===== config.mk =====
export PLATFORM = sky130hd
export DESIGN_NAME = chain_timer
export DESIGN_NICKNAME = d
export VERILOG_FILES = /design/src/rtl/ct_pkg.sv /design/src/rtl/ct_trig_in.sv /design/src/rtl/ct_slave_ctrl.sv /design/src/rtl/ct_count_core.sv /design/src/rtl/ct_trgo_sel.sv /design/src/rtl/chain_timer.sv
export SDC_FILE = /design/constraint.sdc
export NUM_CORES = 1
export LEC_CHECK = 0
export BUFFER_PORTS_ARGS = -buffer_cell sky130_fd_sc_hd__buf_2
export CAP_MARGIN = 20
export CORE_MARGIN = 4
export CORE_UTILIZATION = 40
export CTS_CLUSTER_DIAMETER = 60
export DETAILED_ROUTE_END_ITERATION = 8
export SLEW_MARGIN = 30
export SYNTH_ARGS = -nofsm -noshare
export SYNTH_HDL_FRONTEND = slang
export SYNTH_SLANG_ARGS = --single-unit

===== constraint.sdc =====
create_clock -name clk_i -period 2.3 [get_ports clk_i]
set_clock_uncertainty 0.05 [all_clocks]
set_input_delay 0.46 -clock clk_i [delete_from_list [all_inputs] [get_ports clk_i]]
set_output_delay 0.46 -clock clk_i [all_outputs]
set_load 0.02 [all_outputs]

===== src/rtl/ct_pkg.sv =====
package ct_pkg;
  typedef enum logic [2:0] {
    SM_OFF     = 3'd0,
    SM_ENC_A   = 3'd1,
    SM_ENC_B   = 3'd2,
    SM_ENC_AB  = 3'd3,
    SM_RESET   = 3'd4,
    SM_GATED   = 3'd5,
    SM_START   = 3'd6,
    SM_EXTCLK  = 3'd7
  } slave_mode_e;

  typedef enum logic [2:0] {
    MM_STROBE  = 3'd0,
    MM_ENABLE  = 3'd1,
    MM_UPDATE  = 3'd2,
    MM_CMPHIT  = 3'd3,
    MM_CREF0   = 3'd4,
    MM_CREF1   = 3'd5,
    MM_CREF2   = 3'd6,
    MM_CREF3   = 3'd7
  } master_mode_e;

  localparam int N_CMP    = 4;
  localparam int A_CTRL   = 0;
  localparam int A_MODE   = 1;
  localparam int A_PSC    = 2;
  localparam int A_RELOAD = 3;
  localparam int A_STROBE = 4;
  localparam int A_COUNT  = 5;
  localparam int A_CMP0   = 8;
endpackage


===== src/rtl/ct_trig_in.sv =====
module ct_trig_in #(
  parameter int N_TRIG = 4,
  localparam int SEL_W = (N_TRIG > 1) ? $clog2(N_TRIG) : 1
) (
  input  logic              clk_i,
  input  logic              rst_ni,
  input  logic [N_TRIG-1:0] trig_i,
  input  logic [SEL_W-1:0]  sel_i,
  output logic              lvl_o,
  output logic              rise_o
);
  logic [N_TRIG-1:0] s1_q, s2_q;
  logic              prev_q;

  for (genvar g = 0; g < N_TRIG; g++) begin : g_sync
    always_ff @(posedge clk_i or negedge rst_ni) begin
      if (!rst_ni) begin
        s1_q[g] <= 1'b0;
        s2_q[g] <= 1'b0;
      end else begin
        s1_q[g] <= trig_i[g];
        s2_q[g] <= s1_q[g];
      end
    end
  end

  assign lvl_o = s2_q[sel_i];

  always_ff @(posedge clk_i or negedge rst_ni) begin
    if (!rst_ni) prev_q <= 1'b0;
    else         prev_q <= lvl_o;
  end

  // a select change can show as one edge; the select is programmed before use
  assign rise_o = lvl_o & ~prev_q;
endmodule


===== src/rtl/ct_slave_ctrl.sv =====
module ct_slave_ctrl
  import ct_pkg::*;
(
  input  slave_mode_e mode_i,
  input  logic        run_i,
  input  logic        lvl_i,
  input  logic        rise_i,
  output logic        tick_o,
  output logic        restart_o,
  output logic        start_o
);
  always_comb begin
    tick_o    = 1'b0;
    restart_o = 1'b0;
    start_o   = 1'b0;
    unique case (mode_i)
      SM_OFF:    tick_o = run_i;
      SM_RESET:  begin tick_o = run_i; restart_o = rise_i; end
      SM_GATED:  tick_o = run_i & lvl_i;
      SM_START:  begin tick_o = run_i; start_o = rise_i; end
      SM_EXTCLK: tick_o = run_i & rise_i;
      default:   tick_o = 1'b0; // quadrature codes: counted elsewhere
    endcase
  end
endmodule


===== src/rtl/ct_count_core.sv =====
module ct_count_core #(
  parameter int CNT_W = 16,
  parameter int PSC_W = 16
) (
  input  logic             clk_i,
  input  logic             rst_ni,
  input  logic             tick_i,
  input  logic             restart_i,
  input  logic             preload_i,
  input  logic [PSC_W-1:0] psc_i,
  input  logic [CNT_W-1:0] arr_i,
  input  logic [CNT_W-1:0] cmp0_i,
  output logic [CNT_W-1:0] cnt_o,
  output logic             uev_o,
  output logic             hit_o
);
  logic [PSC_W-1:0] pcnt_q, psc_sh_q;
  logic [CNT_W-1:0] cnt_q, arr_sh_q, arr_eff, cnt_nxt;
  logic             pwrap, ovf;

  assign arr_eff = preload_i ? arr_sh_q : arr_i;
  assign pwrap   = tick_i && (pcnt_q == psc_sh_q);
  assign ovf     = pwrap && (cnt_q == arr_eff);
  assign cnt_nxt = ovf ? '0 : cnt_q + 1'b1;
  assign uev_o   = restart_i | ovf;
  assign hit_o   = pwrap & ~restart_i & (cnt_nxt == cmp0_i);
  assign cnt_o   = cnt_q;

  always_ff @(posedge clk_i or negedge rst_ni) begin
    if (!rst_ni) begin
      pcnt_q <= '0;
      cnt_q  <= '0;
    end else if (restart_i) begin
      pcnt_q <= '0;
      cnt_q  <= '0;
    end else if (tick_i) begin
      if (pwrap) begin
        pcnt_q <= '0;
        cnt_q  <= cnt_nxt;
      end else begin
        pcnt_q <= pcnt_q + 1'b1;
      end
    end
  end

  always_ff @(posedge clk_i or negedge rst_ni) begin
    if (!rst_ni) begin
      psc_sh_q <= '0;
      arr_sh_q <= '1;
    end else if (uev_o) begin
      psc_sh_q <= psc_i;
      arr_sh_q <= arr_i;
    end
  end
endmodule


===== src/rtl/ct_trgo_sel.sv =====
module ct_trgo_sel
  import ct_pkg::*;
#(
  parameter int CNT_W = 16
) (
  input  logic                        clk_i,
  input  logic                        rst_ni,
  input  master_mode_e                mode_i,
  input  logic                        strobe_i,
  input  logic                        run_i,
  input  logic                        uev_i,
  input  logic                        hit_i,
  input  logic [CNT_W-1:0]            cnt_i,
  input  logic [N_CMP-1:0][CNT_W-1:0] cmp_i,
  output logic                        trgo_o
);
  logic [N_CMP-1:0] cref;
  logic             src;

  for (genvar k = 0; k < N_CMP; k++) begin : g_cref
    assign cref[k] = cnt_i < cmp_i[k];
  end

  always_comb begin
    unique case (mode_i)
      MM_STROBE: src = strobe_i;
      MM_ENABLE: src = run_i;
      MM_UPDATE: src = uev_i;
      MM_CMPHIT: src = hit_i;
      default:   src = cref[mode_i[1:0]];
    endcase
  end

  always_ff @(posedge clk_i or negedge rst_ni) begin
    if (!rst_ni) trgo_o <= 1'b0;
    else         trgo_o <= src;
  end
endmodule


===== src/rtl/chain_timer.sv =====
module chain_timer
  import ct_pkg::*;
#(
  parameter int CNT_W  = 16,
  parameter int PSC_W  = 16,
  parameter int N_TRIG = 4,
  parameter int ADDR_W = 4,
  parameter int DATA_W = 16,
  localparam int SEL_W = (N_TRIG > 1) ? $clog2(N_TRIG) : 1
) (
  input  logic              clk_i,
  input  logic              rst_ni,
  input  logic              wr_en_i,
  input  logic [ADDR_W-1:0] addr_i,
  input  logic [DATA_W-1:0] wdata_i,
  output logic [DATA_W-1:0] rdata_o,
  input  logic [N_TRIG-1:0] trig_i,
  output logic              trgo_o,
  output logic [CNT_W-1:0]  count_o
);
  localparam int SEL_LSB = 6;

  logic                        run_q, pre_q;
  slave_mode_e                 slave_q;
  master_mode_e                master_q;
  logic [SEL_W-1:0]            sel_q;
  logic [PSC_W-1:0]            psc_q;
  logic [CNT_W-1:0]            arr_q;
  logic [N_CMP-1:0][CNT_W-1:0] cmp_q;

  logic wr_ctrl, wr_mode, ug;
  logic lvl, rise, tick, slv_restart, start, uev, hit;

  assign wr_ctrl = wr_en_i && (addr_i == ADDR_W'(A_CTRL));
  assign wr_mode = wr_en_i && (addr_i == ADDR_W'(A_MODE));
  assign ug      = wr_en_i && (addr_i == ADDR_W'(A_STROBE)) && wdata_i[0];

  always_ff @(posedge clk_i or negedge rst_ni) begin
    if (!rst_ni) begin
      run_q    <= 1'b0;
      pre_q    <= 1'b0;
      slave_q  <= SM_OFF;
      master_q <= MM_STROBE;
      sel_q    <= '0;
      psc_q    <= '0;
      arr_q    <= '1;
    end else begin
      if (wr_ctrl) begin
        run_q <= wdata_i[0];
        pre_q <= wdata_i[1];
      end else if (start) begin
        run_q <= 1'b1;
      end
      if (wr_mode) begin
        slave_q  <= slave_mode_e'(wdata_i[2:0]);
        master_q <= master_mode_e'(wdata_i[5:3]);
        sel_q    <= wdata_i[SEL_LSB +: SEL_W];
      end
      if (wr_en_i && addr_i == ADDR_W'(A_PSC))    psc_q <= wdata_i[PSC_W-1:0];
      if (wr_en_i && addr_i == ADDR_W'(A_RELOAD)) arr_q <= wdata_i[CNT_W-1:0];
    end
  end

  for (genvar k = 0; k < N_CMP; k++) begin : g_cmp
    always_ff @(posedge clk_i or negedge rst_ni) begin
      if (!rst_ni) cmp_q[k] <= '0;
      else if (wr_en_i && addr_i == ADDR_W'(A_CMP0 + k)) cmp_q[k] <= wdata_i[CNT_W-1:0];
    end
  end

  always_comb begin
    rdata_o = '0;
    unique case (addr_i)
      ADDR_W'(A_CTRL):   rdata_o = DATA_W'({pre_q, run_q});
      ADDR_W'(A_MODE):   rdata_o = DATA_W'({sel_q, master_q, slave_q});
      ADDR_W'(A_PSC):    rdata_o = DATA_W'(psc_q);
      ADDR_W'(A_RELOAD): rdata_o = DATA_W'(arr_q);
      ADDR_W'(A_COUNT):  rdata_o = DATA_W'(count_o);
      default: begin
        for (int k = 0; k < N_CMP; k++)
          if (addr_i == ADDR_W'(A_CMP0 + k)) rdata_o = DATA_W'(cmp_q[k]);
      end
    endcase
  end

  ct_trig_in #(.N_TRIG(N_TRIG)) u_trig (
    .clk_i(clk_i), .rst_ni(rst_ni), .trig_i(trig_i), .sel_i(sel_q),
    .lvl_o(lvl), .rise_o(rise)
  );

  ct_slave_ctrl u_slave (
    .mode_i(slave_q), .run_i(run_q), .lvl_i(lvl), .rise_i(rise),
    .tick_o(tick), .restart_o(slv_restart), .start_o(start)
  );

  ct_count_core #(.CNT_W(CNT_W), .PSC_W(PSC_W)) u_core (
    .clk_i(clk_i), .rst_ni(rst_ni), .tick_i(tick),
    .restart_i(ug | slv_restart), .preload_i(pre_q),
    .psc_i(psc_q), .arr_i(arr_q), .cmp0_i(cmp_q[0]),
    .cnt_o(count_o), .uev_o(uev), .hit_o(hit)
  );

  ct_trgo_sel #(.CNT_W(CNT_W)) u_trgo (
    .clk_i(clk_i), .rst_ni(rst_ni), .mode_i(master_q), .strobe_i(ug),
    .run_i(run_q), .uev_i(uev), .hit_i(hit), .cnt_i(count_o),
    .cmp_i(cmp_q), .trgo_o(trgo_o)
  );
endmodule


# --- After elaboration in Yosys (flattened, before gate mapping) ---
# Index checks and enable logic that the tools add are counted.
classes:
  n_mux: 23
  bitwise: 9
  n_reduce_logical: 20
  magnitude_cmp: 6
  n_addsub: 2
  n_eq_ne: 19
op_table:
  columns: ["cell", "n"]
  rows:
  - ["16-bit 2-to-1 mux", 12]
  - ["16-bit case mux with 5 select lines", 1]
  - ["16-bit < comparator", 4]
  - ["16-bit == test", 3]
  - ["16-bit by 1-bit adder with 16-bit output, second input constant", 2]
  - ["4-bit == test, second input constant", 4]
  - ["3-bit == test, second input constant", 4]
  - ["1-bit logical AND", 12]
  - ["4-bit by 2-bit == test with 1-bit output, second input constant", 2]
  - ["4-bit by 3-bit == test with 1-bit output, second input constant", 2]
  - ["3-bit by 2-bit == test with 1-bit output, second input constant", 2]
  - ["3-bit logical NOT", 2]
  - ["2-bit by 3-bit < comparator with 1-bit output, second input constant", 2]
  - ["1-bit 2-to-1 mux", 6]
  - ["2-bit nonzero test", 3]
  - ["1-bit bitwise AND", 5]
  - ["1-bit binary-select mux with 2-bit select", 2]
  - ["4-bit by 1-bit == test with 1-bit output, second input constant", 1]
  - ["4-bit logical NOT", 1]
  - ["1-bit case mux with 4 select lines", 1]
  - ["3-bit by 1-bit == test with 1-bit output, second input constant", 1]
  - ["1-bit case mux with 3 select lines", 1]
  - ["3-bit OR reduction", 1]
  - ["1-bit NOT", 2]
  - ["other kinds (2)", 3]
totals:
  wordCells: 104
  input_bits: 27
  regBits: 180

# --- Depth between registers and ports, before layout ---
depth:
  ltp_word: 11
  mapped_depth: 12

# --- Hierarchy ---
# From an unflattened synthesis, not the netlist that was laid out.
hier_totals:
  hier_cells: 1063
  area_unflattened_um2: 11348.4
by_module_without_submodules:
  columns: ["module", "n_inst", "area_per_inst_um2", "cells_per_inst"]
  rows:
  - ["chain_timer", 1, 5371.4, 420]
  - ["ct_count_core", 1, 4068.9, 398]
  - ["ct_trgo_sel", 1, 1584.0, 225]
  - ["ct_trig_in", 1, 261.5, 11]
  - ["ct_slave_ctrl", 1, 62.6, 9]

# --- Least setup slack after synthesis ---
# OpenSTA, ideal clock, no wires.
synth_path:
  path_type: "input to output"
  from: "input addr_i[0]"
  to: "output rdata_o[10]"
  t_required_ns: 1.790
  slack_ns: -0.365
  arrival_time_ns: 2.155
  stages: 6
  n_path_buf: 2
  cell_sequence: "clkbuf_1 -> nand2_1 -> nor2_1 -> clkbuf_1 -> a221oi_1 -> a221oi_1"
synth_via:
  elab_chain_len: 6
synth_lines:
  columns: ["element", "line", "source"]
  rows:
  - ["start: declaration", "chain_timer.sv:14", "input logic [ADDR_W-1:0] addr_i,"]
  - ["4-bit == test", "chain_timer.sv:81", "if (addr_i == ADDR_W'(A_CMP0 + k)) rdata_o = DATA_W'(cmp_q[k]);"]
  - ["16-bit 2-to-1 mux (4 in a row)", "chain_timer.sv:81", null]
  - ["16-bit case mux with 5 select lines (*)", "chain_timer.sv:73", "unique case (addr_i)"]
  - ["end: declaration", "chain_timer.sv:16", "output logic [DATA_W-1:0] rdata_o,"]
# Every way passes the cells marked *; elsewhere a longest branch is shown, timed or not.

# --- Worst setup path in the final report ---
layout_path:
  from: "register pre_q"
  to: "register u_trgo.trgo_o"
layout_via:
  elab_chain_len: 7
layout_lines:
  columns: ["element", "line", "source"]
  rows:
  - ["start: declaration", "chain_timer.sv:23", "logic run_q, pre_q;"]
  - ["start signal: assignment", "chain_timer.sv:50", "pre_q <= wdata_i[1];"]
  - ["16-bit 2-to-1 mux (*)", "ct_count_core.sv:21", "assign arr_eff = preload_i ? arr_sh_q : arr_i;"]
  - ["16-bit == test (*)", "ct_count_core.sv:23", "assign ovf = pwrap && (cnt_q == arr_eff);"]
  - ["1-bit logical AND (*)", "ct_count_core.sv:23", null]
  - ["16-bit 2-to-1 mux", "ct_count_core.sv:24", "assign cnt_nxt = ovf ? '0 : cnt_q + 1'b1;"]
  - ["16-bit == test", "ct_count_core.sv:26", "assign hit_o = pwrap & ~restart_i & (cnt_nxt == cmp0_i);"]
  - ["1-bit bitwise AND", "ct_count_core.sv:26", null]
  - ["1-bit case mux with 4 select lines (*)", "ct_trgo_sel.sv:25", "unique case (mode_i)"]
  - ["via u_trgo.src", "ct_trgo_sel.sv:18", "logic src;"]
  - ["end signal: assignment", "ct_trgo_sel.sv:36", "else trgo_o <= src;"]
  - ["end: declaration", "ct_trgo_sel.sv:15", "output logic trgo_o"]
# The timed path passes the listed nets; every way through them passes the cells marked *.
# A chain may end at the register's enable or synchronous reset.

==> metrics.yaml <==
syn_to_final_growth_pct: 33.8
placed_cell_area_um2: 12800
detail-route-antenna-nets: 0
path_max_fanout: 13
async_flop_share_pct: 100
ys.flop_type: "dfrtp_1"
cp_data_required_time_ns: 2.61
report.final.slew_viol_count: 0
crit_path_start_kind: "register"
power.density_nw_per_um2: 865
routedWlPerCell_um: 21.2
avgSynthCellArea_um2: 10.6
synth_area_leaders: "dfrtp_1 (34%), mux2_2 (12%), dfstp_2 (7.7%)"
finalNetCount: 1349
grt_pass1_wl_mm: 52.8
finalCritPeriodShare_pct: 110
clkPwrFrac_pct: 26.3
dr.first_iter.drc_count: 652
final_util_pct: 54.2
diodes: 0
synth_edf_count: 0
overflow: 0
slowest_delay_ns: 0.37
cts.htree.levels: 4
ioPinCount: 60
synth_warnings: 0
finalHoldViolCount: 0
route.detailed.drc: 0
final_common_cell: "buf_4"
cts-root-buf: "clkbuf_16"
violations: "setup timing"
synth_top_cell_by_area: "dfrtp_1"
final_area_um2: 14500
fin_crit_ns: 2.54
num-fill-cells: 2316
power.leakage_nw: 6.73
dp.cells: 1553
relSlewSlack_pct: 62.6
synth_cell_types: 73
core_area_um2: 26800
crit_start: "pre_q"
dieWidth_um: 173
netSwitchingFraction_pct: 33.3
status: "finished, violations left"
synth_top_area_share_pct: 34.1
cts_made_buffers: 17
grt_max_degree: 67
pwr-share-comb_pct: 34.9
viasPerCell: 5.56
maxCapViolations: 0
die_h_um: 173
port_buffers: 59
gp_congestion: 0.911
netSwitchingPower_mw: 4.19
seq_power_share_pct: 38.8
wl_mm: 34.2
cp-end-kind: "register"
synth_cells: 1029
setup_viol: 44
critPathKind: "register to register"
setup_ws_ns: -0.239
syn_area_um2: 10900
antenna_found_initial: 0
layout.cells.non_filler: 1613
ys_seq_area_share_pct: 41.8
cts_tree: "done"
intPower_mw: 8.38
hp-class: "input pin to register"
syn-num-nets: 1118
worst_slew_pin_slew_ns: 0.557
reg2reg_setup_slack_ns: -0.24
peakVddDrop_mv: 0.486
cts_max_path_buffers: 2
rsz0062_at_grt: "yes"
arrival_ns: 2.85
layout_common_cells: "buf_4 (174), dfrtp_1 (136), mux2_2 (115), inv_1 (75), ha_1 (62)"
clock-sinks: 180
clk_pin_slew_ns: 0.07
min_from: "trig_i[1]"
drive_gt1_share_pct: 43.9
hpwl_mm: 25.0
fmax_mhz: 394
core.rowCount: 60
dr.pass1.iters: 5
whs_ns: 0.0813
grt_usage_pct: 22.3
worst_path_max_delay_cell: "dfrtp_1"
vias: 8968
clkLatencyLatePin_ns: 0.43
worstReg2RegStart: "pre_q"
grt_pass1_vias: 9120
ys_ff_latch: 180
cp_cell_sequence: "buf_12 -> mux2i_1 -> xnor2_1 -> nor4_2 -> and4_4 -> buf_4 -> a21oi_1 -> o32ai_1 -> o2111ai_1 -> o211ai_2"
dieArea_um2: 29900
start_util_pct: 40.5
## cell type report
cell class	instances	area, um2	share of cell area [%]
Clock inverter	13	225	1.55
Clock buffer	18	429	2.95
Inverter	76	290	2.00
Tap cell	341	427	2.94
Timing Repair Buffer	267	2330	16.0
Sequential cell	180	4560	31.4
Multi-Input combinational cell	718	6270	43.1
## critical path: cells and delay by family, from the launching register on
family,cells,cell delay (ns)
AO/OA/AOI/OAI,4,0.67
AND/OR/NAND/NOR,2,0.66
flip-flops,1,0.37
buffers and inverters,2,0.31
multiplexers,1,0.26
XOR/XNOR,1,0.14
## worst paths after layout
| path | end | cells past startpoint |
|---|---|---|
| setup / recovery | u_trgo.trgo_o | 10 |
| hold / removal | u_trig.s1_q[1] | 1 |
| setup reg to reg | u_trgo.trgo_o | 10 |
| hold reg to reg | u_trig.s2_q[3] | 0 |
| max in group asynchronous | u_core.arr_sh_q[5] | 3 |
| min in group asynchronous | u_core.psc_sh_q[14] | 2 |
## synth_stat cells, types with 30 or more instances
cell type and number:
xnor2_1 52, inv_1 76, nand2_1 54, o21ai_0 30, nor2_1 59, dfstp_2 32, a21oi_1 54, ha_1 62
mux2_1 30, mux2_2 120, dfrtp_1 148, clkbuf_1 37
## flip-flops by register name, summed over array words and instances, names as in the netlist, 2 cells and up
signal,cells
cmp_q,64
arr_q,16
psc_q,16
u_core.arr_sh_q,16
u_core.cnt_o,16
u_core.pcnt_q,16
u_core.psc_sh_q,16
u_trig.s1_q,4
u_trig.s2_q,4
master_q,3
slave_q,3
sel_q,2
## stage by stage
| stage | TNS, ns | power, mW | setup WS, ns |
|---|---|---|---|
| 6_report | -5.49 | 12.6 | -0.239 |
| 5_1_grt | -12.15 | 13.2 | -0.335 |
| 3_3_place_gp | -11.56 | 8.51 | -0.336 |
| 3_5_place_dp | -14.89 | 8.61 | -0.323 |
| 4_1_cts | -4.74 | 12.3 | -0.210 |
| 2_1_floorplan | -2.79 | 7.04 | -0.109 |
## power by group through the flow
| stage | clock (mW) | sequential [mW] | combinational (mW) |
|---|---|---|---|
| 2_1_floorplan | 0 | 4.66 | 2.38 |
| 3_3_place_gp | 0 | 4.84 | 3.67 |
| 3_5_place_dp | 0 | 4.85 | 3.76 |
| 4_1_cts | 3.35 | 4.83 | 4.14 |
| 5_1_grt | 3.49 | 4.98 | 4.76 |
| 6_report | 3.31 | 4.88 | 4.38 |
## what timing repair did
action / CTS / global route
setup buffers: 17 / 12
hold buffers: 1 / 0
resized for setup: 108 / 76
cloned: 1 / 2
endpoints found under the setup margin: 73 / 75
pin swaps: 34 / 50
hold endpoints to repair: 4 / 0
## layer usage
layer | share of wire, % | wire [um] | up-vias | global-route usage, %
met4 | 2.3 | 772 | 0 | 6.29
met2 | 46 | 15700 | 313 | 35.5
li1 | - | - | 4160 | -
met1 | 46 | 15600 | 4438 | 31.3
met5 | 0 | 0 | - | 0
met3 | 6.0 | 2050 | 57 | 4.46
## kinds of logic after synthesis
kind of cell               Yosys count  share of synthesized area (%)
and+or+nand+nor                    234                           11.1
adders and majority gates           62                           7.14
muxes                              176                           17.9
xor gates and xnor gates            63                           5.08
DFF                                180                           41.8
AOI/OAI and AO/OA                  183                           11.6
buffers and inverters              131                           5.31
(Power assumes the default switching activity.)
